[src/rtl/flash_seq_pkg.sv]
package flash_seq_pkg;
  // control register bit positions
  localparam int B_SEQ   = 0;
  localparam int B_ERASE = 1;
  localparam int B_HV    = 2;
  localparam int B_IE    = 3;
  localparam int B_CSC   = 4;
  localparam int B_DONE  = 5;

  // status register bit positions
  localparam int S_VALID = 16;
  localparam int S_ARMED = 17;

  localparam int CFG_W = 28;

  typedef struct packed {
    logic [6:0] mult;
    logic [1:0] expo;
    logic [2:0] scale;
    logic [7:0] blk_sel;
    logic [7:0] protect;
  } cfg_t;
endpackage

[src/rtl/flash_seq_regs.sv]
module flash_seq_regs
  import flash_seq_pkg::*;
#(
  parameter int DATA_W = 32
) (
  input  logic              clk,
  input  logic              rst,
  input  logic              wr_ctrl,
  input  logic              wr_cfg,
  input  logic [DATA_W-1:0] wdata,
  input  logic              armed,
  input  logic              pulse_done,
  output logic              seq_q,
  output logic              erase_q,
  output logic              hv_q,
  output logic              ie_q,
  output logic              csc_q,
  output logic              done_q,
  output cfg_t              cfg_q
);
  always_ff @(posedge clk) begin
    if (rst) begin
      seq_q   <= 1'b0;
      erase_q <= 1'b0;
      hv_q    <= 1'b0;
      ie_q    <= 1'b0;
      csc_q   <= 1'b0;
      done_q  <= 1'b0;
      cfg_q   <= '0;
    end else begin
      if (wr_cfg && !seq_q)
        cfg_q <= cfg_t'(wdata[CFG_W-1:0]);
      if (hv_q && pulse_done) begin
        hv_q   <= 1'b0;
        done_q <= 1'b1;
      end
      if (wr_ctrl) begin
        if (!seq_q) begin
          // idle: mode fields are free; opening a sequence clears done
          seq_q   <= wdata[B_SEQ];
          erase_q <= wdata[B_ERASE];
          ie_q    <= wdata[B_IE];
          csc_q   <= wdata[B_CSC];
          if (wdata[B_SEQ])
            done_q <= 1'b0;
        end else if (!wdata[B_SEQ]) begin
          // closing the sequence drops the pulse at once
          seq_q <= 1'b0;
          hv_q  <= 1'b0;
        end else begin
          if (erase_q)
            ie_q <= wdata[B_IE];
          if (wdata[B_HV] && armed && !hv_q)
            hv_q <= 1'b1;
        end
      end
    end
  end
endmodule

[src/rtl/flash_seq_capture.sv]
module flash_seq_capture #(
  parameter int DATA_W = 32,
  parameter int WORD_W = 4,
  parameter int PAGE_W = 7,
  parameter int BLK_W  = 3
) (
  input  logic                                clk,
  input  logic                                rst,
  input  logic                                seq,
  input  logic                                erase,
  input  logic                                hv,
  input  logic                                arr_wr,
  input  logic [2+WORD_W+PAGE_W+BLK_W-1:0]    arr_addr,
  input  logic [DATA_W-1:0]                   arr_wdata,
  output logic                                buf_we,
  output logic [BLK_W+WORD_W-1:0]             buf_idx,
  output logic [DATA_W-1:0]                   buf_wdata,
  output logic [PAGE_W-1:0]                   page_q,
  output logic                                page_valid,
  output logic                                armed
);
  localparam int WORD_LO = 2;
  localparam int PAGE_LO = WORD_LO + WORD_W;
  localparam int BLK_LO  = PAGE_LO + PAGE_W;

  logic accept;
  logic unused_byte_bits;

  assign unused_byte_bits = ^arr_addr[1:0];
  assign accept    = arr_wr && seq && !hv;
  assign buf_we    = accept && !erase;
  assign buf_idx   = {arr_addr[BLK_LO +: BLK_W], arr_addr[WORD_LO +: WORD_W]};
  assign buf_wdata = arr_wdata;

  always_ff @(posedge clk) begin
    if (rst || !seq) begin
      page_q     <= '0;
      page_valid <= 1'b0;
      armed      <= 1'b0;
    end else if (accept) begin
      armed <= 1'b1;
      if (!erase && !page_valid) begin
        page_q     <= arr_addr[PAGE_LO +: PAGE_W];
        page_valid <= 1'b1;
      end
    end
  end
endmodule

[src/rtl/flash_seq_pagebuf.sv]
module flash_seq_pagebuf #(
  parameter int DATA_W = 32,
  parameter int IDX_W  = 7
) (
  input  logic              clk,
  input  logic              we,
  input  logic [IDX_W-1:0]  widx,
  input  logic [DATA_W-1:0] wdata,
  input  logic [IDX_W-1:0]  ridx,
  output logic [DATA_W-1:0] rdata
);
  localparam int DEPTH = 1 << IDX_W;

  logic [DATA_W-1:0] mem [DEPTH];

  always_ff @(posedge clk) begin
    if (we)
      mem[widx] <= wdata;
  end

  always_ff @(posedge clk) begin
    rdata <= mem[ridx];
  end
endmodule

[src/rtl/flash_seq_ctrl.sv]
module flash_seq_ctrl
  import flash_seq_pkg::*;
#(
  parameter int DATA_W = 32,
  parameter int WORD_W = 4,
  parameter int PAGE_W = 7,
  parameter int BLK_W  = 3
) (
  input  logic                             clk,
  input  logic                             rst,
  input  logic                             reg_wr,
  input  logic                             reg_rd,
  input  logic [BLK_W+WORD_W:0]            reg_addr,
  input  logic [DATA_W-1:0]                reg_wdata,
  output logic [DATA_W-1:0]                reg_rdata,
  input  logic                             arr_wr,
  input  logic [2+WORD_W+PAGE_W+BLK_W-1:0] arr_addr,
  input  logic [DATA_W-1:0]                arr_wdata,
  input  logic                             pulse_done,
  output logic                             hv_en,
  output logic [11:0]                      tmr_cfg
);
  localparam int IDX_W = BLK_W + WORD_W;
  localparam int RA_W  = IDX_W + 1;

  logic seq_q, erase_q, hv_q, ie_q, csc_q, done_q;
  cfg_t cfg_q;
  logic buf_we, page_valid, armed;
  logic [IDX_W-1:0]  buf_idx;
  logic [DATA_W-1:0] buf_wdata, buf_rdata;
  logic [PAGE_W-1:0] page_q;
  logic wr_ctrl, wr_cfg, is_buf;
  logic [DATA_W-1:0] ctrl_word, cfg_word, stat_word, reg_q;
  logic sel_buf_q;

  assign is_buf  = reg_addr[RA_W-1];
  assign wr_ctrl = reg_wr && !is_buf && (reg_addr[1:0] == 2'd0);
  assign wr_cfg  = reg_wr && !is_buf && (reg_addr[1:0] == 2'd1);

  flash_seq_regs #(.DATA_W(DATA_W)) u_regs (
    .clk(clk), .rst(rst), .wr_ctrl(wr_ctrl), .wr_cfg(wr_cfg),
    .wdata(reg_wdata), .armed(armed), .pulse_done(pulse_done),
    .seq_q(seq_q), .erase_q(erase_q), .hv_q(hv_q), .ie_q(ie_q),
    .csc_q(csc_q), .done_q(done_q), .cfg_q(cfg_q)
  );

  flash_seq_capture #(
    .DATA_W(DATA_W), .WORD_W(WORD_W), .PAGE_W(PAGE_W), .BLK_W(BLK_W)
  ) u_cap (
    .clk(clk), .rst(rst), .seq(seq_q), .erase(erase_q), .hv(hv_q),
    .arr_wr(arr_wr), .arr_addr(arr_addr), .arr_wdata(arr_wdata),
    .buf_we(buf_we), .buf_idx(buf_idx), .buf_wdata(buf_wdata),
    .page_q(page_q), .page_valid(page_valid), .armed(armed)
  );

  flash_seq_pagebuf #(.DATA_W(DATA_W), .IDX_W(IDX_W)) u_buf (
    .clk(clk), .we(buf_we), .widx(buf_idx), .wdata(buf_wdata),
    .ridx(reg_addr[IDX_W-1:0]), .rdata(buf_rdata)
  );

  always_comb begin
    ctrl_word          = '0;
    ctrl_word[B_SEQ]   = seq_q;
    ctrl_word[B_ERASE] = erase_q;
    ctrl_word[B_HV]    = hv_q;
    ctrl_word[B_IE]    = ie_q;
    ctrl_word[B_CSC]   = csc_q;
    ctrl_word[B_DONE]  = done_q;
    cfg_word           = '0;
    cfg_word[CFG_W-1:0] = cfg_q;
    stat_word          = '0;
    stat_word[PAGE_W-1:0] = page_q;
    stat_word[S_VALID] = page_valid;
    stat_word[S_ARMED] = armed;
  end

  always_ff @(posedge clk) begin
    if (rst) begin
      reg_q     <= '0;
      sel_buf_q <= 1'b0;
    end else if (reg_rd) begin
      sel_buf_q <= is_buf;
      case (reg_addr[1:0])
        2'd0:    reg_q <= ctrl_word;
        2'd1:    reg_q <= cfg_word;
        2'd2:    reg_q <= stat_word;
        default: reg_q <= '0;
      endcase
    end
  end

  assign reg_rdata = sel_buf_q ? buf_rdata : reg_q;
  assign hv_en     = hv_q;
  assign tmr_cfg   = {cfg_q.mult, cfg_q.expo, cfg_q.scale};
endmodule

[config.mk]
export PLATFORM = sky130hd
export DESIGN_NAME = flash_seq_ctrl
export DESIGN_NICKNAME = d
export VERILOG_FILES = /design/src/rtl/flash_seq_pkg.sv /design/src/rtl/flash_seq_regs.sv /design/src/rtl/flash_seq_capture.sv /design/src/rtl/flash_seq_pagebuf.sv /design/src/rtl/flash_seq_ctrl.sv
export SDC_FILE = /design/constraint.sdc
export NUM_CORES = 2
export LEC_CHECK = 0
export BUFFER_PORTS_ARGS = -buffer_cell sky130_fd_sc_hd__buf_2
export CAP_MARGIN = 20
export CORE_MARGIN = 2
export CORE_UTILIZATION = 63
export DETAILED_ROUTE_END_ITERATION = 8
export PLACE_DENSITY = 0.8
export SYNTH_ARGS = -nofsm -noshare
export SYNTH_HDL_FRONTEND = slang
export SYNTH_HIERARCHICAL = 1
export SYNTH_SLANG_ARGS = --single-unit
[constraint.sdc]
create_clock -name clk -period 5.6 [get_ports clk]
set_input_delay 0.84 -clock clk [delete_from_list [all_inputs] [get_ports clk]]
set_output_delay 0.84 -clock clk [all_outputs]
set_load 0.03 [all_outputs]
==> impl_metrics.csv <==
group,metric,value,unit
route,viasPerCell,7.49,
synthesis,synth_top_area_share,76.9,%
worst_setup_path,path_class,"register to register",
synthesis,ys_seq_area_share,78.2,%
synthesis,synth_compound_area_share,0.359,%
synthesis,yosys.area_share.adder,0,%
synthesis,yosys.area_share.simple,0.918,%
timing,skew,0.0621,ns
route,dr.pass1.iters,6,
clock_network,post_cts_buffers,0,
route,drtIter0Drc,14320,
synthesis,synth.most_common_cell,"edfxtp_1",
clock_network,cts_tree,"done",
synthesis,synth_nets,6495,
synthesis,synth_cell_type_count,42,
timing,slew_headroom,20.2,%
die,core_area,253000,um2
clock_network,worstSkewPairLatency,1.02,ns
clock_network,cts_buffers,412,
die,start_util,63.2,%
synthesis,synth_top_family_by_area,"multiplexers",
grt,met1_usage,46.3,%
placement,numPortBuffers,132,
synthesis,synthMuxAreaShare,19.4,%
route,num_vias,79281,
grt,top_usage_layer,"met2",
placement,dp_cells,9811,
die,die_w,508,um
worst_hold_path,hp-class,"primary input to register",
synthesis,synthFlopType,"edfxtp_1",
worst_setup_path,r2r-end,"u_buf/mem[30][9]",
worst_hold_path,whs_endpoint,"u_regs/cfg_q[27]",
worst_setup_path,max_stage_delay,0.77,ns
worst_setup_path,end_kind,"register",
synthesis,postSynthAreaPerCell,25.0,um2
grt,grtUsageMet3,9.19,%
finish,instances_no_fill,10582,
worst_setup_path,worst-path-max-fanout,17,
timing,fmax,223,MHz
timing,drv_slew,0,
grt,track_usage,37.4,%
timing,worst_pin_slew,1.19,ns
pwr,p_leak,55.7,nW
pwr,irDropWorstVdd,0.499,mV
worst_setup_path,arrival,5.16,ns
die,ios,139,
placement,dp_hpwl,240,mm
clock_network,ctsHoldBuffers,0,
pwr,power,65.8,mW
synthesis,synth_xor_xnor_area_share,0,%
pwr,power_density,365,nW/um2
synthesis,synth_common_cells,"edfxtp_1 (4096), mux4_2 (1344), clkbuf_1 (188)",
worst_setup_path,crit_buf_inv,3,
worst_setup_path,reg2regPathDepth,7,
route,avgRoutedWirePerCell,44.9,um
clock_network,cts_resized,0,
route,drc,0,
grt,grt_pass1_vias,79846,
grt,grt_max_degree,93,
clock_network,ctsRootBufferMaster,"clkbuf_16",
finish,fillCellCount,12919,
grt,antenna_found_initial,64,
grt,grt_pass1_wl,653,mm
flow_run,max-cap-violations,0,
worst_hold_path,hold_depth,3,
synthesis,synth_enable_flop_cells,4096,
clock_network,path_clk_slew,0.07,ns
synthesis,async_reset_ff_share,0,%
synthesis,synth_area_leaders,"edfxtp_1 (77%), mux4_2 (19%), dfxtp_1 (1.3%)",
timing,hold_violations,0,
synthesis,synth_cells,6401,
synthesis,yosys.area.top_type,"edfxtp_1",
timing,period_minus_slack,4.48,ns
worst_setup_path,reg2reg_from,"u_regs/seq_q",
grt,grt_overflow,0,
worst_setup_path,worst_path_max_delay_cell,"nand3_2",
finish,syn_to_final_growth,12.6,%
grt,grt_use_met2,58.9,%
timing,setup_tns,0,ns
timing,fin_crit_sh,80.0,%
die,dieArea,258000,um2
clock_network,cts_sinks,4200,
synthesis,ys_ff_latch,4200,
worst_hold_path,min-delay-start,"reg_wdata[27]",
worst_setup_path,path_delay_family,"simple AND/OR/NAND/NOR gates",
worst_setup_path,start_kind,"register",
die,die_y,508,um
finish,nNetsFinal,6953,
worst_setup_path,cp.required,6.28,ns
finish,drive_gt1_share,35.9,%
route,ant_nets,0,
worst_setup_path,r2r_slack,1.12,ns
worst_setup_path,crit_chain,"nand4bb_4, inv_1, nor2b_1, nand3_2, buf_4, nor2_4, buf_12",
route,wl,475,mm
timing,setup_violations,0,
placement,gp_congestion,0.879,
synthesis,synth_area,160000,um2
timing,rsz0062_at_grt,"false",
synthesis,yosysWarnings,6,
clock_network,ctsLongestPathBuffers,4,
die,rows,185,
run_status,outcome,"complete, no violations",
clock_network,h-tree-depth,5,
## routing by layer
metal / routed length, um / up-vias / share of wire, %
li1: - / 28643 / -
met1: 143000 / 41547 / 30
met2: 232000 / 7539 / 49
met3: 60600 / 1510 / 13
met4: 39700 / 42 / 8.4
met5: 366 / - / 0.077
## worst max-delay path by stage
stage,cells after the start,slack [ns],startpoint,end
finish,7,1.12,u_regs/seq_q,u_buf/mem[30][9]
global route,7,1.08,u_regs/seq_q,u_buf/mem[30][4]
CTS,7,1.28,u_regs/seq_q,u_buf/mem[30][4]
detailed placement,8,1.06,arr_wr,u_buf/mem[30][6]
global placement,8,1.15,arr_wr,u_buf/mem[30][4]
floorplan,5,1.28,arr_wr,u_buf/mem[98][0]
## per-stage QoR
| step | utilization, % | hold slack (ns) | cell area [um2] | worst slack, ns |
|---|---|---|---|---|
| 2_1_floorplan | - | 0.436 | 160000 | 1.28 |
| 3_3_place_gp | 65.9 | 0.450 | 167000 | 1.15 |
| 3_5_place_dp | 65.9 | 0.451 | 167000 | 1.06 |
| 4_1_cts | 71.1 | 0.0295 | 180000 | 1.28 |
| 5_1_grt | 71.1 | 0.0632 | 180000 | 1.08 |
| 6_report | 71.2 | 0.0726 | 180000 | 1.12 |
## power breakdown
part,switching [mW],internal [mW]
combinational,2.18,1.23
sequential,0.0534,34.5
clock,12.0,15.8
total,14.2,51.5
## cell usage in the layout, fill, tap and decap left out, types with 4 or more instances in the layout
cell	n
clkbuf_8	15
clkinv_2	54
a21oi_1	30
nor2_4	119
nand2_2	23
nand2b_1	4
clkbuf_16	417
a21oi_2	20
mux2i_1	10
and2_1	4
clkbuf_1	68
dfxtp_1	103
o31ai_1	7
a311oi_1	5
nand3_2	4
edfxtp_1	4096
nor2_1	36
mux4_2	1344
nand2_1	64
clkinv_1	100
clkinvlp_4	21
nor2b_1	28
nor3_2	9
buf_4	284
bufinv_16	44
mux2_2	60
diode_2	41
buf_2	93
or2_1	6
nand3_1	9
buf_12	47
o211ai_1	6
## registers in the layout (all words and copies together), names as in the netlist
signal	flops
u_regs/erase_q	1
u_cap/armed	1
reg_q	28
u_regs/ie_q	1
u_regs/seq_q	1
u_regs/csc_q	1
u_cap/page_valid	1
sel_buf_q	1
u_buf/mem	4096
u_regs/cfg_q	28
u_cap/page_q	7
u_regs/done_q	1
u_buf/rdata	32
u_regs/hv_q	1
## tightest hold or removal path: cells and delay by family
kind / cells / cell delay (ns)
buffers and inverters: 1 / 0.10
and+or+nand+nor: 1 / 0.06
AOI/OAI and AO/OA: 1 / 0.04
## cell families after synthesis
| group | count (synthesis) |
|---|---|
| flip-flops | 4200 |
| multiplexers | 1414 |
| buffers and inverters | 385 |
| AND/OR/NAND/NOR | 322 |
| AO/OA/AOI/OAI | 80 |
## final cells by class
cell class | count | area, um2 | area share, %
clock inverter | 230 | 2260 | 1.26
inverter | 1 | 3.75 | 0.00208
clock buffer | 500 | 10900 | 6.05
multi-input combinational | 1816 | 34100 | 18.9
tap | 3366 | 4210 | 2.34
timing repair buffer | 428 | 3590 | 1.99
sequential | 4200 | 125000 | 69.4
antenna | 41 | 103 | 0.0569
No activity file was read; power rests on OpenSTA's default activity.
